### src/rtl/dma_err_pkg.sv
package dma_err_pkg;
  localparam int CH_W      = 6;
  localparam int CAUSE_W   = 10;
  localparam int STAT_W    = 32;
  localparam int VALID_BIT = 31;
  localparam int GPRI_BIT  = 15;
  localparam int CPRI_BIT  = 14;
  localparam int CHAN_LSB  = 8;

  function automatic logic [STAT_W-1:0] pack_status(input logic [CH_W-1:0] chan,
                                                    input logic [CAUSE_W-1:0] cause);
    logic [STAT_W-1:0] s;
    s = '0;
    s[VALID_BIT] = 1'b1;
    s[GPRI_BIT]  = cause[9];
    s[CPRI_BIT]  = cause[8];
    s[CHAN_LSB +: CH_W] = chan;
    s[7:0] = cause[7:0];
    return s;
  endfunction
endpackage

### src/rtl/dma_err_flag_bank.sv
module dma_err_flag_bank #(
  parameter int CH_W   = 6,
  parameter int NUM_CH = 64,
  parameter int WORD_W = 32
) (
  input  logic              clk,
  input  logic              rst,
  input  logic              set_en,
  input  logic [CH_W-1:0]   set_idx,
  input  logic              clr_byte_en,
  input  logic [7:0]        clr_byte,
  input  logic              wr_lo,
  input  logic              wr_hi,
  input  logic [WORD_W-1:0] wdata,
  output logic [NUM_CH-1:0] flags_q,
  output logic [NUM_CH-1:0] flags_next,
  output logic              flags_next_any
);
  logic [NUM_CH-1:0] set_vec;
  logic [NUM_CH-1:0] clr_vec;

  for (genvar c = 0; c < NUM_CH; c++) begin : g_ch
    logic word_clr;
    if (c < WORD_W) begin : g_lo
      assign word_clr = wr_lo && wdata[c];
    end else begin : g_hi
      assign word_clr = wr_hi && wdata[c-WORD_W];
    end
    assign set_vec[c]    = set_en && (set_idx == CH_W'(c));
    assign clr_vec[c]    = word_clr || (clr_byte_en && (clr_byte == 8'(c)));
    // set has priority over any clear in the same cycle
    assign flags_next[c] = (flags_q[c] & ~clr_vec[c]) | set_vec[c];
  end

  assign flags_next_any = |flags_next;

  always_ff @(posedge clk) begin
    if (rst) flags_q <= '0;
    else     flags_q <= flags_next;
  end

  // an error strobe always leaves its flag set
  a_r2_set_lands: assert property (@(posedge clk) disable iff (rst)
    set_en |=> flags_q[$past(set_idx)]);

  // byte clear removes the flag unless the same channel is set
  a_r6_byte_clear: assert property (@(posedge clk) disable iff (rst)
    (clr_byte_en && (clr_byte < 8'(NUM_CH)) && !set_en)
      |=> !flags_q[$past(clr_byte[CH_W-1:0])]);

  // all-ones write empties the low word
  a_r7_word_clear: assert property (@(posedge clk) disable iff (rst)
    (wr_lo && (wdata == '1) && !set_en) |=> (flags_q[WORD_W-1:0] == '0));
endmodule

### src/rtl/dma_err_summary.sv
module dma_err_summary
  import dma_err_pkg::*;
(
  input  logic               clk,
  input  logic               rst,
  input  logic               evt,
  input  logic [CH_W-1:0]    evt_chan,
  input  logic [CAUSE_W-1:0] evt_cause,
  input  logic               flags_next_any,
  output logic [STAT_W-1:0]  status_q
);
  always_ff @(posedge clk) begin
    if (rst)
      status_q <= '0;
    else if (evt && !status_q[VALID_BIT])
      status_q <= pack_status(evt_chan, evt_cause);
    else if (!flags_next_any)
      status_q <= '0;
  end

  // first error is held while any flag survives
  a_r4_hold_first: assert property (@(posedge clk) disable iff (rst)
    (status_q[VALID_BIT] && flags_next_any) |=> $stable(status_q));

  // summary released once no flag survives
  a_r5_release: assert property (@(posedge clk) disable iff (rst)
    !flags_next_any |=> (status_q == '0));

  // a summary word without the valid flag carries nothing
  a_r3_idle_zero: assert property (@(posedge clk) disable iff (rst)
    !status_q[VALID_BIT] |-> (status_q == '0));
endmodule

### src/rtl/dma_err_irq.sv
module dma_err_irq #(
  parameter int NUM_CH = 64
) (
  input  logic              clk,
  input  logic              rst,
  input  logic [NUM_CH-1:0] flags_next,
  input  logic [NUM_CH-1:0] flags_now,
  input  logic [NUM_CH-1:0] en,
  output logic              irq_q
);
  always_ff @(posedge clk) begin
    if (rst) irq_q <= 1'b0;
    else     irq_q <= |(flags_next & en);
  end

  // interrupt never stands without a flagged channel
  a_r9_irq_needs_flag: assert property (@(posedge clk) disable iff (rst)
    irq_q |-> (flags_now != '0));
endmodule

### src/rtl/dma_err_capture.sv
module dma_err_capture
  import dma_err_pkg::*;
#(
  parameter int NUM_CH = 2**CH_W,
  parameter int WORD_W = NUM_CH/2
) (
  input  logic               clk,
  input  logic               rst,
  input  logic               err_valid,
  input  logic [CH_W-1:0]    err_chan,
  input  logic [CAUSE_W-1:0] err_cause,
  input  logic [NUM_CH-1:0]  int_en,
  input  logic               clr_wr,
  input  logic [7:0]         clr_val,
  input  logic               flag_wr_lo,
  input  logic               flag_wr_hi,
  input  logic [WORD_W-1:0]  flag_wdata,
  output logic [STAT_W-1:0]  err_status,
  output logic [WORD_W-1:0]  flags_hi,
  output logic [WORD_W-1:0]  flags_lo,
  output logic               err_irq
);
  logic [NUM_CH-1:0] flags_q;
  logic [NUM_CH-1:0] flags_next;
  logic              flags_next_any;

  dma_err_flag_bank #(.CH_W(CH_W), .NUM_CH(NUM_CH), .WORD_W(WORD_W)) u_flags (
    .clk            (clk),
    .rst            (rst),
    .set_en         (err_valid),
    .set_idx        (err_chan),
    .clr_byte_en    (clr_wr),
    .clr_byte       (clr_val),
    .wr_lo          (flag_wr_lo),
    .wr_hi          (flag_wr_hi),
    .wdata          (flag_wdata),
    .flags_q        (flags_q),
    .flags_next     (flags_next),
    .flags_next_any (flags_next_any)
  );

  dma_err_summary u_summary (
    .clk            (clk),
    .rst            (rst),
    .evt            (err_valid),
    .evt_chan       (err_chan),
    .evt_cause      (err_cause),
    .flags_next_any (flags_next_any),
    .status_q       (err_status)
  );

  dma_err_irq #(.NUM_CH(NUM_CH)) u_irq (
    .clk        (clk),
    .rst        (rst),
    .flags_next (flags_next),
    .flags_now  (flags_q),
    .en         (int_en),
    .irq_q      (err_irq)
  );

  assign flags_lo = flags_q[WORD_W-1:0];
  assign flags_hi = flags_q[NUM_CH-1:WORD_W];

  // a fresh capture records the reporting channel
  a_r3_chan_field: assert property (@(posedge clk) disable iff (rst)
    (err_valid && !err_status[VALID_BIT])
      |=> (err_status[CHAN_LSB +: CH_W] == $past(err_chan)));
endmodule

### config.mk
export PLATFORM = sky130hd
export DESIGN_NAME = dma_err_capture
export DESIGN_NICKNAME = d
export VERILOG_FILES = /design/src/rtl/dma_err_pkg.sv /design/src/rtl/dma_err_flag_bank.sv /design/src/rtl/dma_err_summary.sv /design/src/rtl/dma_err_irq.sv /design/src/rtl/dma_err_capture.sv
export SDC_FILE = /design/constraint.sdc
export NUM_CORES = 1
export LEC_CHECK = 0
export BUFFER_PORTS_ARGS = -buffer_cell sky130_fd_sc_hd__buf_2
export CORE_AREA = 5 5 147 149
export DETAILED_ROUTE_END_ITERATION = 12
export DIE_AREA = 0 0 152 154
export PLACE_DENSITY_LB_ADDON = 0.08
export SETUP_SLACK_MARGIN = 0.5
export SLEW_MARGIN = 20
export SYNTH_ARGS = -nofsm -noshare
export SYNTH_HDL_FRONTEND = slang
export SYNTH_HIERARCHICAL = 1
export SYNTH_SLANG_ARGS = --single-unit
### constraint.sdc
create_clock -name clk -period 2.63 [get_ports clk]
set_input_delay 0.3945 -clock clk [delete_from_list [all_inputs] [get_ports clk]]
set_output_delay 0.3945 -clock clk [all_outputs]
set_load 0.01 [all_outputs]
==> impl_metrics.tcl, run 1 <==
set metrics [dict create \
    post-route-period-util 1.02 \
    seq_power_share 0.360 \
    synthFlopType "dfxtp_1" \
    drt_iter0_drc 497 \
    slew_violations 0 \
    power.density_nw_per_um2 447 \
    crit_buf_inv 4 \
    fill_cells 2185 \
    setup_violations 1 \
    drive_gt1_frac 0.445 \
    r2r-start "u_flags/flags_q[43]" \
    hp-start "err_cause[8]" \
    seq_area_frac_synth 0.333 \
    cap_violations 0 \
    violations "setup timing" \
    cts_buffers 9 \
    syn_area_sq_um 4930 \
    reg2regPathDepth 10 \
    crit_required_ns 2.86 \
    slew_headroom 0.286 \
    ir_drop_mv 0.293 \
    cts_root_buf "clkbuf_16" \
    swShare 0.288 \
    crit_path_top_delay_cell "nand4_1" \
    crit_fanout 19 \
    seqCellArea_sq_um 1640 \
    p_int_w 0.00255 \
    drt_wl_total_um 27100 \
    dp_hpwl_um 21000 \
    cp.arrival_ns 2.90 \
    finalWeightedCongestion 0.864 \
    crit_chain "buf_2 > nor4bb_4 > buf_12 > nand2_1 > a21oi_4 > buf_4 > inv_1 > a22o_1 > a221oi_4 > nand4_1 > nor3_2 > a21oi_2" \
    syn_inst 660 \
    clkPwrFrac 0.423 \
    rsz0062_at_grt "true" \
    vias 6333 \
    wl_met3_um 1720 \
    hold_class "in -> reg" \
    nets 1108 \
    clkLatencyLatePin_ns 0.35 \
    fin_hold_ws_ns 0.279 \
    wl_per_cell_um 21.6 \
    combPwrFrac 0.218 \
    hold_end "u_summary/status_q[14]" \
    r2r_slack_ns 0.17 \
    grt_use_total 0.221 \
    grt_start_max_net_pins 66 \
    synth_area_leaders "dfxtp_1 33%, nor2_1 8.0%, nand3_1 5.8%" \
    p_switching_w 0.00103 \
    worstMarginPinSlew_ns 1.07 \
    num_io_pins 223 \
    met1_length_um 12300 \
    topRoutingLayerUsed "met4" \
    avgSynthCellArea_sq_um 7.48 \
    met2_length_um 12200 \
    status "complete, but fails checks" \
    yosysTopAreaCell "dfxtp_1" \
    cpPeakStageDelay_ns 0.34 \
    numClockSinks 82 \
    die_width_um 152 \
    core_area_sq_um 20000 \
    max_freq_mhz 373 \
    io_buffers 207 \
    insertedDiodeCount 0 \
    first_global_vias 6485 \
    end_kind "flop" \
    drtAntennaViolNets 0 \
    synth_cell_type_count 45 \
    leakage_nw 4.00 \
    dr.pass1.iters 5 \
    fin_setup_tns_ns -0.0477 \
    clock_skew_ns 0.0109 \
    initial_core_util 0.246 \
    synth_enable_flop_cells 0 \
    clk_pin_slew_ns 0.07 \
    via_per_inst 5.04 \
    area_delta_synth_final_pct 62.7 \
    critPathKind "in -> reg" \
    setup_ws_ns -0.0477 \
    multiInputGateArea_sq_um 3060 \
    htree_levels 3 \
    die_y_um 154 \
    num_rows 52 \
    holdPathStages 3 \
    async_flop_share 0 \
    yosys_register_bits 82 \
    r2r_end "u_irq/irq_q" \
    dieArea_sq_um 23400 \
    hold_viol_final 0 \
    crit_family "simple AND/OR/NAND/NOR gates" \
    grt_pass1_wl_um 40100 \
    overflow 0 \
    worstSetupStartpointType "input pin" \
    ys_warn_count 6 \
    synth_top_area_frac 0.333 \
    antenna_found_initial 0 \
    design_area_sq_um 8030 \
    place_area_sq_um 7140 \
    drc 0 \
    cts_tree "yes" \
    fin_crit_ns 2.68 \
    clockBufferDepth 2 \
]
cell usage in the layout, fill, tap and decap left out, drive strengths merged, types with 5 or more instances in the layout:
cell type,netlist,final
a22oi,14,14
a31o,8,8
a21oi,33,33
a31oi,40,40
nor2b,9,9
a21boi,16,16
conb,1,15
and4bb,6,6
clkbuf,29,9
nor2,105,105
inv,57,58
a22o,9,9
nand2,69,69
nor4,5,5
a221oi,9,9
dfxtp,82,82
nand3,66,66
o2bb2ai,15,15
nand4b,7,7
nor4b,5,5
nand4bb,6,6
buf,30,356
nand4,22,22
how the worst max path moves through the flow:
| stage | to | from | slack [ns] | cells past startpoint |
|---|---|---|---|---|
| after floorplan | u_summary/status_q[1] | clr_val[6] | 0.19 | 10 |
| after global placement | u_irq/irq_q | clr_val[1] | -0.64 | 12 |
| after detailed placement | u_irq/irq_q | clr_val[1] | -0.68 | 12 |
| after CTS | u_summary/status_q[1] | clr_val[5] | 0.06 | 13 |
| after global routing | u_summary/status_q[9] | clr_val[7] | -0.09 | 17 |
| final | u_irq/irq_q | clr_val[6] | -0.05 | 12 |
per-stage QoR:
step	total power (W)	worst slack [ns]	instances	util
2_1_floorplan	0.00164	0.194	674	-
3_3_place_gp	0.00194	-0.637	1220	0.356
3_5_place_dp	0.00195	-0.677	1220	0.356
4_1_cts	0.00357	0.0579	1253	0.392
5_1_grt	0.00371	-0.0934	1256	0.401
6_report	0.00359	-0.0477	1256	0.401
routing by layer:
layer | up-vias | track usage
li1 | 2976 | -
met3 | 43 | 0.0360
met5 | - | 0
met4 | 0 | 0.0830
met1 | 3027 | 0.302
met2 | 287 | 0.350
logic make-up (layout without fill, tap and decap cells):
kind of cell	count (synthesis)	in the layout	synth area share
compound gates	145	145	0.216
flops	82	82	0.333
other cells	1	15	0.000760
simple gates	316	316	0.340
buf+inv	116	428	0.111
tightest hold or removal path, stage by stage:
cell and delay (ns):
buf_2 0.10, nand2_1 0.05, a21oi_1 0.05
layout make-up:
type                    count  share of cell area
well taps                 270              0.0421
clock inverters             6              0.0143
inverters                  57              0.0267
flip-flops and latches     82               0.204
clock buffers               9              0.0281
multi-input cells         476               0.381
repair buffers            356               0.303
sequential cells by signal (all words and copies together) (netlist names):
register,flops
u_flags/flags_q,64
u_irq/irq_q,1
u_summary/status_q,17
synthesized netlist by cell type (all sizes together) (5+ instances only):
library cell  number
clkbuf            29
buf               30
nand3             66
dfxtp             82
nor4               5
inv               57
nand4b             7
a221oi             9
a21oi             33
and4bb             6
nand2             69
a22oi             14
a21boi            16
a22o               9
nor2             105
nand4             22
nor2b              9
nand4bb            6
nor4b              5
a31oi             40
o2bb2ai           15
a31o               8
repair_timing:
action	4_1_cts	5_1_grt
pin swaps	49	25
gates cloned	4	0
gates resized for setup	38	27
hold buffers	0	0
buffers inserted	14	3
setup endpoints to repair	18	18
power by group through the flow:
stage | sequential, W | combinational (W) | clock (W)
3_3_place_gp | 0.00132 | 0.000626 | 0
6_report | 0.00129 | 0.000781 | 0.00152
4_1_cts | 0.00129 | 0.000750 | 0.00153
3_5_place_dp | 0.00132 | 0.000629 | 0
5_1_grt | 0.00129 | 0.000830 | 0.00158
2_1_floorplan | 0.00133 | 0.000314 | 0
(Power assumes the default switching activity.)
==> run 2: changes to the inputs <==
SKIP_CTS_REPAIR_TIMING = 1   (was unset)
==> run 2 against run 1 <==
  * Largest cell class unchanged
  * Total power fell by 0.76%
  * The run still ends with setup timing left
  * Hold slack got worse by 0.0019 ns
  * Highest routed layer unchanged
  * Sequential share of layout area rose by 0.35 points
  * Cell count barely moved
  * Die area did not move
  * Core utilization fell by 0.68 points
  * Clock-buffer cell count did not move
  * Flip-flop and latch count did not move
  * Sequential power barely moved
  * Non-clock buffer count rose by 1
  * Routed wire length fell by 0.24%
  * Clock skew barely moved
==> impl_metrics.tcl, run 2 (synthesis gave the netlist of run 1 again) <==
set metrics [dict create \
    first_global_vias 6336 \
    nets 1109 \
    status "complete, but fails checks" \
    dieArea_sq_um 23400 \
    cts_root_buf "clkbuf_16" \
    crit_required_ns 2.85 \
    leakage_nw 3.99 \
    fill_cells 2186 \
    crit_chain "buf_8 > nor4b_4 > buf_4 > buf_12 > buf_4 > nand3_1 > a31o_1 > or4_1 > nor4_2 > nand4_1 > buf_6 > clkbuf_16 > nand3_2 > a21oi_2" \
    via_per_inst 5.01 \
    finalWeightedCongestion 0.864 \
    num_rows 52 \
    final_common_cell "buf_2" \
    insertedDiodeCount 0 \
    hold_class "in -> reg" \
    slew_violations 0 \
    grt_pass1_wl_um 39200 \
    overflow 0 \
    worstMarginPinSlew_ns 0.921 \
    die_y_um 154 \
    setup_violations 18 \
    dr.pass1.iters 6 \
    worstSetupStartpointType "input pin" \
    numClockSinks 82 \
    violations "setup timing" \
    drc 0 \
    post-route-period-util 1.02 \
    critPathKind "in -> reg" \
    final_util 0.394 \
    drive_gt1_frac 0.432 \
    hold_viol_final 0 \
    final_cells 1257 \
    grt_start_max_net_pins 66 \
    num_io_pins 223 \
    io_buffers 207 \
    cpPeakStageDelay_ns 0.54 \
    cap_violations 0 \
    regMostFlops "u_flags/flags_q" \
    area_delta_synth_final_pct 59.9 \
    max_freq_mhz 373 \
    top_regs "u_flags/flags_q: 64 flops, u_summary/status_q: 17 flops, u_irq/irq_q: 1 flops" \
    ir_drop_mv 0.297 \
    rsz0062_at_grt "true" \
    crit_family "simple AND/OR/NAND/NOR gates" \
    clkLatencyLatePin_ns 0.36 \
    clockBufferDepth 2 \
    crit_fanout 8 \
    end_kind "flop" \
    power.density_nw_per_um2 451 \
    drtAntennaViolNets 0 \
    wl_per_cell_um 21.5 \
    clock_skew_ns 0.0108 \
    cts_buffers 9 \
    core_area_sq_um 20000 \
    cp.arrival_ns 2.90 \
    drt_wl_total_um 27000 \
    grt_use_total 0.216 \
    antenna_found_initial 0 \
    cts_tree "yes" \
    drt_iter0_drc 524 \
    crit_buf_inv 6 \
    initial_core_util 0.246 \
    dp_hpwl_um 21000 \
    place_inst 1220 \
    cpMostUsedCell "buf_4" \
    final_cell_mix "205 x buf_2, 128 x buf_4, 105 x nor2_1" \
    r2r_slack_ns 0.33 \
    slew_headroom 0.386 \
    vias 6294 \
    fin_crit_ns 2.68 \
    setup_ws_ns -0.0488 \
    die_width_um 152 \
    largest_register_ffs 64 \
    crit_path_top_delay_cell "or4_1" \
    clk_pin_slew_ns 0.07 \
    htree_levels 3 \
]
-- run 2: cell count changes in the layout (fill, tap and decap cells not counted), sizes merged --
cell and change:
clkbuf +4, buf -3
-- run 2: power breakdown --
group / internal [W] / switching (W)
combinational: 0.000341 / 0.000415
clock: 0.000929 / 0.000586
sequential: 0.00127 / 0.0000179
-- run 2: worst reg2reg max path, stage by stage, from the launching register on --
cell and delay, ns:
dfxtp_1 0.32, a21boi_0 0.15, and2_1 0.19, a211oi_1 0.21, buf_4 0.15, nand4_1 0.14, nor4_1 0.37, nand4_1 0.16
buf_6 0.17, clkbuf_16 0.17, nand3_2 0.08, a21oi_2 0.07
-- run 2: worst paths after layout --
kind | start | end | depth (start not counted)
setup / recovery | clr_val[5] | u_summary/status_q[7] | 14
setup reg to reg | u_flags/flags_q[31] | u_summary/status_q[7] | 11
hold / removal | err_cause[8] | u_summary/status_q[14] | 3
hold reg to reg | u_summary/status_q[3] | u_summary/status_q[3] | 2
-- run 2: final cells by class --
class,instances,area (sq um),area share
flip-flops and latches,82,1640,0.208
clock inverters,6,115,0.0146
well taps,270,338,0.0428
repair buffers,357,2430,0.308
inverters,57,214,0.0271
clock buffers,9,225,0.0285
multi-input cells,476,2930,0.371
-- run 2: layer usage --
layer | GRT usage | part of all wire
met1 | 0.298 | 0.46
met2 | 0.343 | 0.45
met3 | 0.0354 | 0.066
met4 | 0.0728 | 0.026
met5 | 0 | 0
-- run 2: stage by stage --
stage	worst slack (ns)	power, W	hold WS, ns	cell area [sq um]	TNS [ns]
after global placement	-0.637	0.00194	0.451	7140	-5.71
after detailed placement	-0.677	0.00195	0.456	7140	-6.34
after CTS	-0.305	0.00345	0.267	7480	-0.305
after global routing	-0.114	0.00367	0.287	7890	-1.75
after floorplan	0.194	0.00164	0.464	5010	0
final	-0.0488	0.00356	0.277	7890	-0.579
